**src/rtl/idec_pkg.sv**
```systemverilog
package idec_pkg;
  localparam int WORD_W = 16;
  localparam int OP_W   = 5;
  localparam int TAG_W  = 2;
  localparam int LOW_W  = 8;
  localparam int COND_W = 6;

  typedef logic [WORD_W-1:0] word_t;

  // Leading word viewed as fields; the first member lands in the top bits.
  typedef struct packed {
    logic [OP_W-1:0]  op;
    logic             fmt;
    logic [TAG_W-1:0] tag;
    logic [LOW_W-1:0] low;
  } ifields_t;

  typedef enum logic {ST_IDLE = 1'b0, ST_WAIT = 1'b1} seq_st_t;

  function automatic word_t sext_low(input logic [LOW_W-1:0] d);
    return {{(WORD_W-LOW_W){d[LOW_W-1]}}, d};
  endfunction

  function automatic word_t wrap_add(input word_t a, input word_t b);
    return a + b;
  endfunction
endpackage

```
**src/rtl/idec_fields.sv**
```systemverilog
module idec_fields
  import idec_pkg::*;
#(
  parameter logic [31:0]     VALID_MASK = 32'h7FFF_737E,
  parameter logic [OP_W-1:0] SKIP_OP    = 5'd14
) (
  input  word_t              w0,
  output ifields_t           f,
  output logic               ind,
  output logic               bo,
  output logic [COND_W-1:0]  cond,
  output logic               op_ok,
  output logic               ind_eff
);
  localparam int IND_BIT = LOW_W - 1;
  localparam int BO_BIT  = LOW_W - 2;

  logic skip_exempt;

  always_comb begin
    f    = ifields_t'(w0);
    ind  = f.low[IND_BIT];
    bo   = f.low[BO_BIT];
    cond = f.low[COND_W-1:0];
  end

  assign op_ok       = VALID_MASK[f.op];
  assign skip_exempt = (f.op == SKIP_OP) && (f.tag == '0);
  assign ind_eff     = f.fmt && ind && !skip_exempt;
endmodule

```
**src/rtl/idec_agen.sv**
```systemverilog
module idec_agen
  import idec_pkg::*;
#(
  parameter int NXR = 3
) (
  input  logic             fmt,
  input  logic [TAG_W-1:0] tag,
  input  logic [LOW_W-1:0] low,
  input  word_t            w1,
  input  word_t            ic,
  input  word_t            xr [NXR],
  output word_t            addr
);
  localparam int NBASE = NXR + 1;

  word_t bases [NBASE];
  word_t short_ea;
  word_t long_ea;
  word_t idx_add;

  assign bases[0] = ic;
  for (genvar g = 0; g < NXR; g++) begin : g_base
    assign bases[g+1] = xr[g];
  end

  always_comb begin
    short_ea = wrap_add(bases[tag], sext_low(low));
    idx_add  = (tag == '0) ? '0 : bases[tag];
    long_ea  = wrap_add(w1, idx_add);
    addr     = fmt ? long_ea : short_ea;
  end
endmodule

```
**src/rtl/idec_seq.sv**
```systemverilog
module idec_seq
  import idec_pkg::*;
(
  input  logic              clk,
  input  logic              rst_n,
  input  logic              start,
  input  ifields_t          f_in,
  input  logic              ind_in,
  input  logic              bo_in,
  input  logic [COND_W-1:0] cond_in,
  input  logic              op_ok,
  input  logic              ind_eff,
  input  word_t             addr_in,
  input  logic              rd_ack,
  input  word_t             rd_data,
  output ifields_t          f_q,
  output logic              ind_q,
  output logic              bo_q,
  output logic [COND_W-1:0] cond_q,
  output word_t             ea_q,
  output logic              done_q,
  output logic              bad_q,
  output logic              rd_req_q,
  output word_t             rd_addr_q,
  output logic              accept
);
  seq_st_t st;

  assign accept = start && (st == ST_IDLE);

  always_ff @(posedge clk or negedge rst_n) begin
    if (!rst_n) begin
      st        <= ST_IDLE;
      f_q       <= '0;
      ind_q     <= 1'b0;
      bo_q      <= 1'b0;
      cond_q    <= '0;
      ea_q      <= '0;
      done_q    <= 1'b0;
      bad_q     <= 1'b0;
      rd_req_q  <= 1'b0;
      rd_addr_q <= '0;
    end else begin
      done_q <= 1'b0;
      bad_q  <= 1'b0;
      unique case (st)
        ST_IDLE: begin
          if (start) begin
            f_q    <= f_in;
            ind_q  <= ind_in;
            bo_q   <= bo_in;
            cond_q <= cond_in;
            if (!op_ok) begin
              bad_q <= 1'b1;
            end else if (ind_eff) begin
              rd_req_q  <= 1'b1;
              rd_addr_q <= addr_in;
              st        <= ST_WAIT;
            end else begin
              ea_q   <= addr_in;
              done_q <= 1'b1;
            end
          end
        end
        ST_WAIT: begin
          if (rd_ack) begin
            ea_q     <= rd_data;
            done_q   <= 1'b1;
            rd_req_q <= 1'b0;
            st       <= ST_IDLE;
          end
        end
        default: st <= ST_IDLE;
      endcase
    end
  end
endmodule

```
**src/rtl/idec_top.sv**
```systemverilog
module idec_top
  import idec_pkg::*;
#(
  parameter logic [31:0]     VALID_MASK = 32'h7FFF_737E,
  parameter logic [OP_W-1:0] SKIP_OP    = 5'd14
) (
  input  logic               clk,
  input  logic               rst_n,
  input  logic               start,
  input  logic [15:0]        instr_w0,
  input  logic [15:0]        instr_w1,
  input  logic [15:0]        ic_next,
  input  logic [15:0]        xr1,
  input  logic [15:0]        xr2,
  input  logic [15:0]        xr3,
  input  logic               rd_ack,
  input  logic [15:0]        rd_data,
  output logic [4:0]         op_code,
  output logic               fmt_long,
  output logic [1:0]         tag,
  output logic [7:0]         disp,
  output logic               ind_flag,
  output logic               bo_flag,
  output logic [5:0]         cond_sel,
  output logic [15:0]        ea,
  output logic               done,
  output logic               bad_op,
  output logic               rd_req,
  output logic [15:0]        rd_addr
);
  localparam int NXR = 3;

  ifields_t          dec_f;
  logic              dec_ind;
  logic              dec_bo;
  logic [COND_W-1:0] dec_cond;
  logic              dec_ok;
  logic              dec_ind_eff;
  word_t             gen_addr;
  word_t             xr_vec [NXR];
  ifields_t          f_q;
  logic              evt_accept;

  assign xr_vec[0] = xr1;
  assign xr_vec[1] = xr2;
  assign xr_vec[2] = xr3;

  idec_fields #(.VALID_MASK(VALID_MASK), .SKIP_OP(SKIP_OP)) u_fields (
    .w0(instr_w0), .f(dec_f), .ind(dec_ind), .bo(dec_bo),
    .cond(dec_cond), .op_ok(dec_ok), .ind_eff(dec_ind_eff)
  );

  idec_agen #(.NXR(NXR)) u_agen (
    .fmt(dec_f.fmt), .tag(dec_f.tag), .low(dec_f.low),
    .w1(instr_w1), .ic(ic_next), .xr(xr_vec), .addr(gen_addr)
  );

  idec_seq u_seq (
    .clk(clk), .rst_n(rst_n), .start(start),
    .f_in(dec_f), .ind_in(dec_ind), .bo_in(dec_bo), .cond_in(dec_cond),
    .op_ok(dec_ok), .ind_eff(dec_ind_eff), .addr_in(gen_addr),
    .rd_ack(rd_ack), .rd_data(rd_data),
    .f_q(f_q), .ind_q(ind_flag), .bo_q(bo_flag), .cond_q(cond_sel),
    .ea_q(ea), .done_q(done), .bad_q(bad_op),
    .rd_req_q(rd_req), .rd_addr_q(rd_addr), .accept(evt_accept)
  );

  assign op_code  = f_q.op;
  assign fmt_long = f_q.fmt;
  assign tag      = f_q.tag;
  assign disp     = f_q.low;
endmodule

```
**config.mk**
```make
export PLATFORM = sky130hd
export DESIGN_NAME = idec_top
export DESIGN_NICKNAME = d
export VERILOG_FILES = /design/src/rtl/idec_pkg.sv /design/src/rtl/idec_fields.sv /design/src/rtl/idec_agen.sv /design/src/rtl/idec_seq.sv /design/src/rtl/idec_top.sv
export SDC_FILE = /design/constraint.sdc
export NUM_CORES = 1
export LEC_CHECK = 0
export ABC_AREA = 1
export BUFFER_PORTS_ARGS = -buffer_cell sky130_fd_sc_hd__buf_4
export CELL_PAD_IN_SITES_DETAIL_PLACEMENT = 2
export CELL_PAD_IN_SITES_GLOBAL_PLACEMENT = 2
export CORE_MARGIN = 2
export CORE_UTILIZATION = 24
export DETAILED_ROUTE_END_ITERATION = 10
export GPL_ROUTABILITY_DRIVEN = 0
export GPL_TIMING_DRIVEN = 0
export PLACE_DENSITY = 0.87
export SYNTH_ARGS = -nofsm -noshare
export SYNTH_HDL_FRONTEND = slang
export SYNTH_HIERARCHICAL = 1
export SYNTH_SLANG_ARGS = --single-unit
```
**constraint.sdc**
```tcl
create_clock -name clk -period 1.1 [get_ports clk]
set_input_delay 0.22 -clock clk [delete_from_list [all_inputs] [get_ports clk]]
set_output_delay 0.22 -clock clk [all_outputs]
set_load 0.1 [all_outputs]
```
After elaboration in Yosys (flattened, before gate mapping)
Memories as Yosys holds them, arrays and structs flattened.
Cells that the tools add are included.
W data, S select, Z words.
- register bits after elaboration: 60
- memory bits (read-only): 32
- bits of input ports: 116
- logic and storage cells: 64
- memories: 1
- memories (memory ; depth ; width ; rd ports ; clocked after Yosys merged registers in ; wr ports ; line ; source):
    (no name shown) ; 32 ; 1 ; 1 ; 0 ; 0 ; idec_fields.sv:27 ; assign op_ok = VALID_MASK[f.op];
- add/subtract/negate cells: 2
- order comparisons: 2
- equality and inequality tests: 6
- mux-type cells: 29
- bitwise gates (word level): 2
- reduce and logical (&&, ||, !) cells: 9
- operators with widths (cell ; number):
    $mux W16 ; 8
    $add A16 B16 Y16 ; 2
    $bmux W16 S2 ; 1
    $pmux W16 S2 ; 1
    $mux W1 ; 16
    $reduce_and A4 Y1 ; 3
    $ne A2 B2 Y1 const B ; 4
    $lt A5 B6 Y1 const B ; 1
    $pmux W1 S2 ; 3
    $eq A5 B4 Y1 const B ; 1
    $ge A3 B3 Y1 const B ; 1
    $logic_and A1 B1 Y1 ; 3
    $not A2 Y3 ; 1
    $logic_not A2 Y1 ; 1
    $ne A2 B1 Y1 const B ; 1
    $reduce_and A2 Y1 ; 1
    $logic_not A1 Y1 ; 1
    $not A1 Y1 ; 1

Depth between registers and ports, before layout
Gate-level depths: netlist (run 1).
- word-level depth: 11
- depth in mapped cells: 23
- depth with buffers taken out: 21

Hierarchy
The synthesis (run 1) kept the hierarchy.
- modules (own cells, without submodules) (module ; times used ; cells an instance ; area an instance (um^2) ; sequential area each (um^2)):
    idec_seq ; 1 ; 310 ; 2602.5 ; 1501.4
    idec_agen ; 1 ; 536 ; 2565.0 ; 0.0
    idec_fields ; 1 ; 44 ; 260.2 ; 0.0

Least setup slack after synthesis (run 1)
Ideal clock, no wire load.
- kind: input to register
- start point: in instr_w0[9]
- end point: reg u_seq.ea_q[14]
- setup time: 0.121 ns
- arrival time: 2.290 ns
- slack: -1.311 ns
- cell stages on the path: 20
- path through: buf_4 -> buf_4 -> inv_2 -> nand2_1 -> inv_1 -> buf_2 -> nor2_1 -> fa_1 -> nand2_1 -> nand3_1 -> nand3_1 -> nand2_1 -> nand2_1 -> nand3_1 -> nand3_1 -> nand2_1 -> nand2_1 -> nand2_1 -> nand3_1 -> nand2_1
- cells in the longest elaborated chain, start to end: 11
- ends and longest elaborated chain (what ; line ; source):
    from (decl) ; idec_top.sv:10 ; input logic [15:0] instr_w0,
    $not A2 Y3 (not written as such) ; idec_agen.sv:27, idec_agen.sv:28 ;
    $bmux W16 S2 ; idec_agen.sv:27, idec_agen.sv:28 ;
    $mux W16 (not written as such) (2 in series) ; idec_agen.sv:27, idec_agen.sv:28 ;
    $mux W16 ; idec_agen.sv:28 ; idx_add = (tag == '0) ? '0 : bases[tag];
    $add A16 B16 Y16 ; idec_pkg.sv:25 ; return a + b;
    $mux W16 (*) ; idec_agen.sv:30 ; addr = fmt ? long_ea : short_ea;
    net gen_addr[14] ; idec_top.sv:39 ; word_t gen_addr;
    $mux W16 (*) ; idec_seq.sv:55 ; end else if (ind_eff) begin
    $mux W16 (*) ; idec_seq.sv:53 ; if (!op_ok) begin
    $mux W16 (*) ; idec_seq.sv:48 ; if (start) begin
    $pmux W16 S2 (*) ; idec_seq.sv:46 ; unique case (st)
    to (signal assigned) ; idec_seq.sv:60 ; ea_q <= addr_in;
    to (signal assigned) ; idec_seq.sv:67 ; ea_q <= rd_data;
    to (decl) ; idec_seq.sv:20 ; output word_t ea_q,
Mark *: on every way through the listed nets, which the timed path passes. The rest lies on a longest branch. The select of a mux whose other input is x is not followed.
A chain may end at the register's enable or synchronous reset.

Worst setup path in the final report (run 1)
- start point: in instr_w0[8]
- end point: reg u_seq.rd_addr_q[8]
- cells in the longest elaborated chain, start to end: 7
- ends and longest elaborated chain (what ; line ; source):
    $not A2 Y3 (not written as such) ; idec_agen.sv:27, idec_agen.sv:28 ;
    $bmux W16 S2 ; idec_agen.sv:27, idec_agen.sv:28 ;
    $mux W16 (not written as such) (2 in series) ; idec_agen.sv:27, idec_agen.sv:28 ;
    $mux W16 ; idec_agen.sv:28 ;
    $add A16 B16 Y16 ; idec_pkg.sv:25 ;
    $mux W16 (*) ; idec_agen.sv:30 ;
    net gen_addr[8] ; idec_top.sv:39 ;
    to (signal assigned) ; idec_seq.sv:57 ; rd_addr_q <= addr_in;
    to (decl) ; idec_seq.sv:24 ; output word_t rd_addr_q,
Marks and branches as above.

==> results of run 1 <==
routing by layer:
layer / share of wire [%] / vias to the layer above
met5: 0.048 / -
met4: 12 / 4
met3: 10 / 411
met2: 44 / 732
met1: 34 / 4379
li1: - / 3430
cells in the mapped netlist (all sizes together):
| library cell | count |
|---|---|
| a21boi | 2 |
| a21o | 1 |
| a21oi | 38 |
| and2 | 2 |
| and3 | 1 |
| buf | 47 |
| clkbuf | 5 |
| dfrtp | 60 |
| fa | 2 |
| ha | 30 |
| inv | 90 |
| nand2 | 368 |
| nand3 | 93 |
| nand3b | 6 |
| nand4 | 5 |
| nor2 | 85 |
| nor3 | 4 |
| o21ai | 45 |
| o21bai | 1 |
| o22ai | 1 |
| or2 | 1 |
| xnor2 | 1 |
| xor2 | 2 |
worst max-delay path: cells and delay by family:
| family | cells | cell delay, ns |
|---|---|---|
| fa+ha+maj | 1 | 0.27 |
| compound gates | 4 | 0.78 |
| simple gates | 9 | 1.30 |
| buf+inv | 6 | 0.69 |
path summary, 6_finish.rpt:
check	slack, ns	depth (start not counted)	end
min in group clk	0.03	3	u_seq/cond_q[0]
worst max-delay path	-2.00	20	u_seq/rd_addr_q[8]
worst min register to register	0.59	2	u_seq/rd_req_q
worst min-delay path	-0.04	1	u_seq/cond_q[0]
worst max register to register	-0.44	7	u_seq/rd_addr_q[8]
max in group asynchronous	0.40	1	u_seq/rd_addr_q[7]
logic make-up after synthesis:
kind of cell	Yosys count	share of synthesized area, %
compound gates	88	8.53
xor+xnor	3	0.484
fa+ha+maj	32	7.65
buf+inv	142	12.7
flops	60	27.7
simple gates	565	42.9
area by class of cell:
class	count	area, sq um	share of cell area, %
Buffer	49	497	4.20
Clock buffer	11	253	2.14
Timing Repair Buffer	308	3310	28.0
Inverter	90	404	3.42
Antenna cell	4	10.0	0.0846
Multi-Input combinational cell	688	5360	45.3
Tap cell	285	357	3.01
Clock inverter	4	72.6	0.613
Sequential cell	60	1580	13.3
power groups by stage:
stage,sequential [mW],clock (mW),combinational (mW)
after floorplan,6.83,0,2.32
after global placement,3.17,0,8.00
after detailed placement,3.19,0,8.21
after CTS,3.40,3.20,10.8
after global routing,3.76,3.65,14.7
final,3.73,3.62,14.6
repair_timing:
action | 4_1_cts | 5_1_grt
pin swaps | 102 | 121
endpoints found under the setup margin | 119 | 119
cloned | 7 | 3
setup buffers | 67 | 68
endpoints found under the hold margin | 13 | 4
resized for setup | 439 | 354
sequential cells by signal, indices dropped and copies added, names as in the netlist:
name             count
u_seq/bo_q           1
u_seq/rd_req_q       1
u_seq/done_q         1
u_seq/st             1
u_seq/bad_q          1
u_seq/ea_q          16
u_seq/rd_addr_q     16
u_seq/ind_q          1
u_seq/cond_q         6
u_seq/f_q           16
placed cells by master (no fill, tap or decap), types with 27 or more instances in the layout:
| master | instances |
|---|---|
| sky130_fd_sc_hd__nand3_2 | 34 |
| sky130_fd_sc_hd__nand2_1 | 174 |
| sky130_fd_sc_hd__inv_1 | 72 |
| sky130_fd_sc_hd__buf_12 | 67 |
| sky130_fd_sc_hd__nand3_1 | 49 |
| sky130_fd_sc_hd__buf_4 | 237 |
| sky130_fd_sc_hd__nand2_4 | 63 |
| sky130_fd_sc_hd__nand2_2 | 126 |
| sky130_fd_sc_hd__o21ai_2 | 27 |
| sky130_fd_sc_hd__nor2_1 | 38 |
| sky130_fd_sc_hd__dfrtp_2 | 60 |
metrics by stage:
stage | hold WS [ns] | setup TNS (ns)
final | -0.0422 | -65.75
after global placement | 0.352 | -51.94
after floorplan | -0.0756 | -28.33
after CTS | -0.00575 | -39.57
after detailed placement | 0.360 | -56.49
after global routing | 0.0166 | -65.23
==> impl_metrics.py, run 1 <==
metrics = {
    "critical_path": {
        "critical-path-top-cell-by-count": "sky130_fd_sc_hd__nand2_1",
        "timing.critical_path.cells": "buf_8 -> buf_12 -> inv_12 -> buf_12 -> buf_16 -> nor2_4 -> nor2_2 -> o21ai_2 -> a21oi_2 -> ha_4 -> nand2_1 -> nor2_2 -> nand2_1 -> nand2_2 -> a21oi_2 -> o21ai_2 -> nand2_2 -> buf_6 -> nand3_2 -> nand2_1",
        "timing.critical_path.fanout_max": 7,
        "timing.critical_path.slowest_stage_cell": "sky130_fd_sc_hd__a21oi_2",
        "timing.critical_path.slowest_cell_delay_ns": 0.40,
        "reg2reg_from": "u_seq/st",
        "worst_setup_path_startpoint": "instr_w0[8]",
        "start_kind": "primary input",
        "critical_path_required_ns": 1.29,
        "worstPathArrival_ns": 3.29,
        "setup.worst_path.end_class": "flip-flop",
        "worstSetupPathType": "primary input to flip-flop",
    },
    "route": {
        "drt_pass1_iterations": 5,
        "route.vias.total": 8956,
        "wl_per_cell_microns": 38.6,
        "route.detailed.vias_per_inst": 5.97,
        "detailed_route_wire_length_mm": 57.9,
        "drt.antenna.violating_nets": 0,
        "drc": 0,
        "first_iter_violations": 747,
    },
    "die": {
        "ioPinCount": 175,
        "initial_core_util_pct": 24.2,
        "row_count": 55,
        "dieHeight_microns": 154,
        "dieArea_sq_mm": 0.0238,
        "core_sq_mm": 0.0224,
        "die_w_microns": 154,
    },
    "cells_and_area": {
        "final.fill_count": 2305,
        "final_cells": 1499,
        "design.final.nets": 1354,
        "area_growth_syn_to_layout_pct": 118,
        "post-route-util_pct": 52.7,
        "post-route-cell-area_sq_mm": 0.0118,
        "drive_above_1_share_pct": 69.4,
    },
    "synth": {
        "synth.distinct_cells": 31,
        "ys_seq_elements": 60,
        "syn-mean-instance-area_sq_um": 6.10,
        "synth.yosys.warnings": 6,
        "net_count_after_synthesis": 1038,
        "ys_seq_area_share_pct": 27.7,
        "synthDominantCellAreaShare_pct": 27.7,
        "synthDominantAreaCellType": "sky130_fd_sc_hd__dfrtp_1",
        "netlist_area_sq_mm": 0.00543,
        "post_synth_inst_count": 890,
        "top_cells_by_area_synth": "sky130_fd_sc_hd__dfrtp_1 28%, sky130_fd_sc_hd__nand2_1 25%, sky130_fd_sc_hd__nand3_1 8.4%",
    },
    "sta": {
        "final.period_utilization_pct": 282,
        "final.setup_skew_ns": 0.0370,
        "worstMarginPinSlew_ns": 0.960,
        "unrepaired_setup_endpoints_after_global_routing": "yes",
        "worst_slack_ns": -2.00,
        "whs_ns": -0.0422,
        "final-hold-violation-count": 9,
        "min_period_ns": 3.10,
        "max_freq_mhz": 323,
        "setup_viol": 119,
        "timing.final.max_slew_violations": 0,
        "relSlewSlack_pct": 36.0,
    },
    "global_route": {
        "antenna_violations_before_repair": 7,
        "top_usage_layer": "met2",
        "grt_pass1_wl_mm": 61.0,
        "grtUsageTotal_pct": 35.1,
        "first_global_vias": 9116,
        "grt_use_met2_pct": 61.4,
        "grt_start_max_net_pins": 61,
        "gr-total-overflow": 0,
        "use_met3_pct": 9.95,
        "use_met1_pct": 34.1,
    },
    "power": {
        "seqPwrFrac_pct": 17.0,
        "power.leakage_nw": 5.77,
        "power.switching_fraction_pct": 54.3,
        "totalPowerFinal_mw": 22.0,
        "clockPowerShare_pct": 16.5,
        "largest_voltage_drop_on_the_vdd_net_v": 0.00146,
        "cell_internal_pwr_mw": 10.1,
        "switching_power_mw": 11.9,
        "combPwrFrac_pct": 66.6,
        "power_density_mw_per_mm2": 1860,
    },
    "clock_tree": {
        "tritoncts": "built",
        "max_h_tree_level": 3,
        "cts.sinks": 60,
        "clk_path_buf_depth": 2,
        "clock_latency_ns": 0.40,
        "numCtsBuffers": 9,
        "cts_root_buffer": "sky130_fd_sc_hd__clkbuf_16",
        "clkTransAtPathRegs_ns": 0.10,
    },
    "placed_design": {
        "placement.io_buffers": 167,
        "placement.setup.worst_slack_ns": -2.02,
        "hpwlAfterDp_mm": 19.3,
        "dp.cells": 1342,
        "placed_area_sq_mm": 0.00733,
    },
    "min_path": {
        "timing.hold.worst.class": "primary input to async pin",
    },
    "run_status": {
        "run_status": "finished with violations",
        "failed_checks": "negative hold slack, negative setup slack",
    },
    "job": {
        "max_cap_viol_count": 0,
    },
}
Power figures use the tool's default switching activity.
==> run 2, diff against run 1 <==
Settings changed: ABC_AREA 1 to default, CORE_UTILIZATION 24 to 28, GPL_TIMING_DRIVEN 0 to default.
==> run 2 against run 1 <==
  * The run ends with negative setup slack left
  * Combinational power up 8%
  * Non-clock buffer count is 15 higher
  * Power grew 4.1%
  * Die area fell by 23%
  * Flip-flop and latch count stayed put
  * Register-to-register slack got worse by 0.04 ns
  * Synthesized cell count fell by 49%
  * First-iteration DRC count decreased by 52%
  * Critical path depth decreased by 6
  * Worst setup slack got worse by 0.36 ns
==> impl_metrics.py, run 2 <==
metrics = {
    "cells_and_area": {
        "layout_common_cells": "262 x sky130_fd_sc_hd__buf_4, 68 x sky130_fd_sc_hd__buf_12, 66 x sky130_fd_sc_hd__mux2_4, 59 x sky130_fd_sc_hd__dfrtp_2, 33 x sky130_fd_sc_hd__buf_6",
        "antennaDiodeCount": 0,
        "final.fill_count": 1579,
        "layout_commonest_cell": "sky130_fd_sc_hd__buf_4",
        "top_regs": "u_seq/ea_q: 16 flops, u_seq/f_q: 16 flops, u_seq/rd_addr_q: 16 flops",
        "post-route-cell-area_sq_mm": 0.0102,
        "drive_above_1_share_pct": 82.7,
        "area_growth_syn_to_layout_pct": 110,
        "design.final.nets": 945,
        "final_cells": 1027,
    },
    "synth": {
        "post_synth_most_frequent_cells": "64 x sky130_fd_sc_hd__mux2_2, 60 x sky130_fd_sc_hd__dfrtp_1, 30 x sky130_fd_sc_hd__ha_1",
        "ys_seq_elements": 60,
        "synth.yosys.warnings": 6,
        "top_cells_by_area_synth": "sky130_fd_sc_hd__dfrtp_1 31%, sky130_fd_sc_hd__mux2_2 15%, sky130_fd_sc_hd__ha_1 7.7%",
        "synthDominantCellAreaShare_pct": 30.9,
        "async_flop_share_pct": 100,
        "syn-mean-instance-area_sq_um": 10.7,
        "synthDominantAreaCellType": "sky130_fd_sc_hd__dfrtp_1",
        "post_synth_inst_count": 455,
        "net_count_after_synthesis": 603,
        "yosys.cell_count.top_type": "sky130_fd_sc_hd__mux2_2",
        "synth.distinct_cells": 59,
        "synth_enable_flop_cells": 0,
        "netlist_area_sq_mm": 0.00486,
        "ys_seq_area_share_pct": 30.9,
        "synth_top_flop_cell": "sky130_fd_sc_hd__dfrtp_1",
    },
    "global_route": {
        "grt_pass1_wl_mm": 45.1,
        "first_global_vias": 6529,
        "grtUsageTotal_pct": 34.2,
        "antenna_violations_before_repair": 0,
        "gr-total-overflow": 0,
        "grt_start_max_net_pins": 24,
    },
    "sta": {
        "max_freq_mhz": 290,
        "final.period_utilization_pct": 314,
        "timing.final.max_slew_violations": 0,
        "worst_slack_ns": -2.35,
        "final.setup_skew_ns": 0.00801,
        "relSlewSlack_pct": 59.3,
        "unrepaired_setup_endpoints_after_global_routing": "yes",
        "tns_ns": -71.23,
        "worstMarginPinSlew_ns": 0.606,
        "setup_viol": 119,
        "final-hold-violation-count": 0,
        "min_period_ns": 3.45,
    },
    "placed_design": {
        "dp.cells": 933,
        "placement.io_buffers": 174,
        "placed_area_sq_mm": 0.00735,
        "hpwlAfterDp_mm": 17.7,
        "placement.setup.worst_slack_ns": -2.51,
    },
    "die": {
        "row_count": 48,
        "dieArea_sq_mm": 0.0184,
        "dieHeight_microns": 136,
        "core_sq_mm": 0.0171,
        "die_w_microns": 136,
        "initial_core_util_pct": 28.4,
        "ioPinCount": 175,
    },
    "critical_path": {
        "rr_worst_depth": 5,
        "start_kind": "primary input",
        "worstPathArrival_ns": 3.68,
        "timing.critical_path.fanout_max": 6,
        "critical_path_required_ns": 1.33,
        "worstSetupPathType": "primary input to flip-flop",
        "setup.worst_path.end_class": "flip-flop",
    },
    "route": {
        "route.detailed.vias_per_inst": 5.59,
        "drc": 0,
        "detailed_route_wire_length_mm": 37.1,
        "drt_pass1_iterations": 5,
        "drt.antenna.violating_nets": 0,
        "first_iter_violations": 356,
        "route.vias.total": 5744,
        "wl_per_cell_microns": 36.1,
    },
    "clock_tree": {
        "clkTransAtPathRegs_ns": 0.06,
        "cts.sinks": 60,
        "max_h_tree_level": 3,
        "clock_latency_ns": 0.35,
        "cts_root_buffer": "sky130_fd_sc_hd__clkbuf_16",
        "numCtsBuffers": 9,
        "clk_path_buf_depth": 2,
        "tritoncts": "built",
    },
    "min_path": {
        "hold_path_depth": 2,
        "timing.hold.worst.class": "primary input to flip-flop",
    },
    "power": {
        "largest_voltage_drop_on_the_vdd_net_v": 0.00199,
        "power.leakage_nw": 4.67,
        "power_density_mw_per_mm2": 2240,
    },
    "run_status": {
        "run_status": "finished with violations",
        "failed_checks": "negative setup slack",
    },
    "job": {
        "max_cap_viol_count": 0,
    },
}
-- run 2: changes by cell type after synthesis, sizes merged, moves of 27 or more --
cell   change
nor2      -60
nand2    -341
o21ai     -27
mux2      +73
nand3     -85
inv       -79
-- run 2: metal layers --
metal | GRT usage [%] | vias to the layer above | part of all wire [%]
met5 | 0 | - | 0
met3 | 6.77 | 168 | 5.0
met4 | 18.6 | 0 | 6.7
met1 | 35.3 | 2936 | 36
met2 | 64.5 | 301 | 52
li1 | - | 2339 | -
-- run 2: worst max-delay path, cell delays in order --
cell and delay, ns:
sky130_fd_sc_hd__buf_12 0.10, sky130_fd_sc_hd__buf_12 0.14, sky130_fd_sc_hd__buf_12 0.11, sky130_fd_sc_hd__mux4_2 0.53
sky130_fd_sc_hd__buf_4 0.18, sky130_fd_sc_hd__ha_1 0.49, sky130_fd_sc_hd__inv_1 0.23, sky130_fd_sc_hd__nor3_1 0.43
sky130_fd_sc_hd__a31oi_1 0.18, sky130_fd_sc_hd__o21ai_1 0.17, sky130_fd_sc_hd__mux2i_1 0.15, sky130_fd_sc_hd__o211a_1 0.19
sky130_fd_sc_hd__mux2_4 0.29, sky130_fd_sc_hd__mux2_4 0.26
-- run 2: cell families (layout without fill, tap and decap cells) --
kind of cell	count (synthesis)	in the layout	synth area share (%)
multiplexers	97	97	26.4
flip-flops	60	60	30.9
buffers and inverters	52	399	6.92
adder cells (fa/ha/maj)	32	32	8.55
AO/OA/AOI/OAI	92	92	13.1
AND/OR/NAND/NOR	102	102	10.6
XOR/XNOR	20	20	3.60
-- run 2: final timing paths --
kind,start,slack (ns),to
hold / removal,instr_w0[11],0.17,u_seq/f_q[11]
max in group asynchronous,rst_n,0.25,u_seq/cond_q[1]
setup reg to reg,u_seq/st,-0.48,u_seq/rd_addr_q[9]
min in group asynchronous,rst_n,0.36,u_seq/ind_q
setup / recovery,instr_w0[8],-2.35,u_seq/ea_q[13]
hold reg to reg,u_seq/cond_q[1],0.56,u_seq/cond_q[1]
-- run 2: cell type report --
cell class | count | area (sq um) | share of cell area (%)
timing repair buffer | 372 | 3870 | 37.9
inverter | 11 | 41.3 | 0.404
clock buffer | 15 | 288 | 2.82
multi-input combinational | 343 | 4130 | 40.5
clock inverter | 1 | 30.0 | 0.294
tap | 225 | 282 | 2.76
sequential | 60 | 1580 | 15.4
-- run 2: report_power, final --
group / total, mW / leakage, nW / internal [mW] / switching [mW]
sequential: 4.03 / 0.647 / 3.03 / 0.999
combinational: 15.7 / 3.87 / 6.58 / 9.14
clock: 3.15 / 0.156 / 2.01 / 1.14
total: 22.9 / 4.67 / 11.6 / 11.3
-- run 2: what timing repair did --
action / 4_1_cts / 5_1_grt
resized for setup: 319 / 100
hold endpoints to repair: 19 / 0
pin swaps: 47 / 26
hold buffers: 1 / 0
endpoints found under the setup margin: 119 / 119
cloned: 3 / 0
setup buffers: 43 / 41
-- run 2: through the flow --
stage / utilization (%) / power (mW) / hold WS (ns)
floorplan: - / 11.1 / -0.0756
global placement: 42.9 / 13.8 / 0.150
detailed placement: 42.9 / 14.3 / 0.153
CTS: 55.7 / 20.6 / 0.160
global route: 59.7 / 23.3 / 0.150
finish: 59.7 / 22.9 / 0.166
==> run 3, diff against run 2 <==
Settings changed: CTS_BUF_LIST from default to sky130_fd_sc_hd__clkbuf_4 sky130_fd_sc_hd__clkbuf_8 sky130_fd_sc_hd__clkbuf_16.
==> run 3 against run 2 <==
  * The flow still finishes with violations (negative setup slack)
  * Clock power increased by 4%
  * Global-route usage about the same
  * Final area about the same
  * Register-to-register slack got worse by 0.03 ns
  * Flip-flop and latch count unchanged
  * Sequential share of layout area about the same
  * Die area unchanged
  * Clock skew increased by 0.0068 ns
  * Sequential power about the same
  * Non-clock buffer count decreased by 4
  * Worst hold slack improved by 0.0085 ns
  * Critical path type unchanged
  * Critical endpoint unchanged
  * Largest cell class unchanged
==> impl_metrics.py, run 3 (synthesis results as in run 2) <==
metrics = {
    "cells_and_area": {
        "drive_above_1_share_pct": 83.7,
        "post-route-util_pct": 59.7,
        "design.final.nets": 941,
        "area_growth_syn_to_layout_pct": 110,
        "top_regs": "u_seq/ea_q: 16 flops, u_seq/f_q: 16 flops, u_seq/rd_addr_q: 16 flops",
        "layout_common_cells": "263 x sky130_fd_sc_hd__buf_4, 69 x sky130_fd_sc_hd__buf_12, 59 x sky130_fd_sc_hd__dfrtp_2, 57 x sky130_fd_sc_hd__mux2_4, 28 x sky130_fd_sc_hd__buf_6",
        "layout_commonest_cell": "sky130_fd_sc_hd__buf_4",
        "antennaDiodeCount": 0,
    },
    "critical_path": {
        "worstSetupPathType": "primary input to flip-flop",
        "critical_path_required_ns": 1.33,
        "setup.worst_path.end_class": "flip-flop",
        "rr_worst_depth": 4,
        "worst_setup_path_startpoint": "instr_w0[8]",
        "reg2reg_from": "u_seq/st",
        "start_kind": "primary input",
        "worstPathArrival_ns": 3.55,
        "timing.critical_path.fanout_max": 6,
    },
    "clock_tree": {
        "max_h_tree_level": 3,
        "clock_latency_ns": 0.36,
        "clkTransAtPathRegs_ns": 0.06,
        "tritoncts": "built",
        "cts.sinks": 60,
        "numCtsBuffers": 9,
        "cts_root_buffer": "sky130_fd_sc_hd__clkbuf_16",
        "clk_path_buf_depth": 2,
    },
    "route": {
        "route.detailed.vias_per_inst": 5.64,
        "drt_pass1_iterations": 5,
        "wl_per_cell_microns": 36.7,
        "first_iter_violations": 415,
        "drt.antenna.violating_nets": 0,
        "detailed_route_wire_length_mm": 37.5,
        "drc": 0,
        "route.vias.total": 5768,
    },
    "global_route": {
        "gr-total-overflow": 0,
        "grtUsageTotal_pct": 34.2,
        "grt_use_met2_pct": 65.0,
        "use_met3_pct": 6.70,
        "use_met1_pct": 34.4,
        "antenna_violations_before_repair": 0,
        "first_global_vias": 6613,
        "top_usage_layer": "met2",
        "grt_start_max_net_pins": 24,
        "grt_pass1_wl_mm": 45.2,
    },
    "die": {
        "die_w_microns": 136,
        "row_count": 48,
        "dieHeight_microns": 136,
        "core_sq_mm": 0.0171,
        "initial_core_util_pct": 28.4,
        "ioPinCount": 175,
        "dieArea_sq_mm": 0.0184,
    },
    "placed_design": {
        "placement.io_buffers": 174,
        "placement.setup.worst_slack_ns": -2.51,
        "hpwlAfterDp_mm": 17.7,
    },
    "job": {
        "max_cap_viol_count": 0,
    },
    "run_status": {
        "run_status": "finished with violations",
        "failed_checks": "negative setup slack",
    },
    "sta": {
        "min_period_ns": 3.32,
        "worstMarginPinSlew_ns": 0.530,
        "final.period_utilization_pct": 302,
        "relSlewSlack_pct": 64.3,
        "worst_slack_ns": -2.22,
        "final.setup_skew_ns": 0.0148,
        "tns_ns": -69.26,
        "final-hold-violation-count": 0,
        "timing.final.max_slew_violations": 0,
        "max_freq_mhz": 301,
        "unrepaired_setup_endpoints_after_global_routing": "yes",
        "setup_viol": 119,
    },
    "min_path": {
        "timing.hold.worst.class": "primary input to flip-flop",
        "hold_path_startpoint": "instr_w0[11]",
        "hold_path_depth": 2,
    },
    "power": {
        "largest_voltage_drop_on_the_vdd_net_v": 0.00175,
        "power_density_mw_per_mm2": 2270,
        "power.leakage_nw": 4.64,
    },
}
==> run 3: cell count changes in the layout (fill, tap and decap cells not counted), sizes merged <==
| cell | change |
|---|---|
| buf | -4 |
==> run 3: layer usage <==
metal / vias to the layer above / wire length (microns)
li1: 2335 / -
met1: 2966 / 13100
met2: 313 / 19900
met3: 154 / 1890
met4: 0 / 2580
met5: - / 0
==> run 3: layout make-up <==
class / instances / area, sq um
timing repair buffer: 368 / 3810
tap: 225 / 282
inverter: 11 / 41.3
fill: 1536 / 6890
clock buffer: 15 / 295
sequential: 60 / 1580
multi-input combinational: 343 / 4190
clock inverter: 1 / 30.0
==> run 3: path summary, 6_finish.rpt <==
| kind | endpoint | slack, ns |
|---|---|---|
| max reg2reg | u_seq/ea_q[2] | -0.51 |
| min | u_seq/f_q[11] | 0.17 |
| max | u_seq/ea_q[13] | -2.22 |
| max in group asynchronous | u_seq/f_q[1] | 0.19 |
| min reg2reg | u_seq/f_q[1] | 0.56 |
| min in group asynchronous | u_seq/rd_addr_q[7] | 0.42 |
==> run 3: through the flow <==
stage          hold slack (ns)  std cells  area [sq um]  total power, mW
2_1_floorplan          -0.0756        455          5110             11.1
3_3_place_gp             0.150        933          7350             13.8
3_5_place_dp             0.153        933          7350             14.3
4_1_cts                  0.160        994          9500             20.6
5_1_grt                  0.181       1023         10200             23.6
6_report                 0.175       1023         10200             23.2
==> run 3: what timing repair did <==
item / 4_1_cts / 5_1_grt
gates resized for setup: 306 / 114
setup endpoints to repair: 119 / 119
hold buffers: 1 / 0
pin swaps: 48 / 31
setup buffers: 44 / 37
gates cloned: 3 / 0
endpoints found under the hold margin: 19 / 0
==> run 3: critical path, stage by stage <==
cell,delay (ns)
sky130_fd_sc_hd__buf_12,0.10
sky130_fd_sc_hd__buf_12,0.13
sky130_fd_sc_hd__buf_12,0.11
sky130_fd_sc_hd__buf_8,0.11
sky130_fd_sc_hd__mux4_2,0.55
sky130_fd_sc_hd__buf_6,0.15
sky130_fd_sc_hd__ha_4,0.29
sky130_fd_sc_hd__nand2_1,0.17
sky130_fd_sc_hd__buf_4,0.22
sky130_fd_sc_hd__nor3_1,0.34
sky130_fd_sc_hd__a31oi_1,0.14
sky130_fd_sc_hd__o21ai_1,0.13
sky130_fd_sc_hd__mux2i_1,0.14
sky130_fd_sc_hd__o211a_1,0.18
sky130_fd_sc_hd__mux2_4,0.29
sky130_fd_sc_hd__mux2_4,0.27
==> run 3: where the power goes <==
part | internal [mW] | leakage, nW | switching [mW]
Clock | 2.06 | 0.163 | 1.22
Sequential | 3.03 | 0.647 | 1.02
Combinational | 6.62 | 3.83 | 9.27
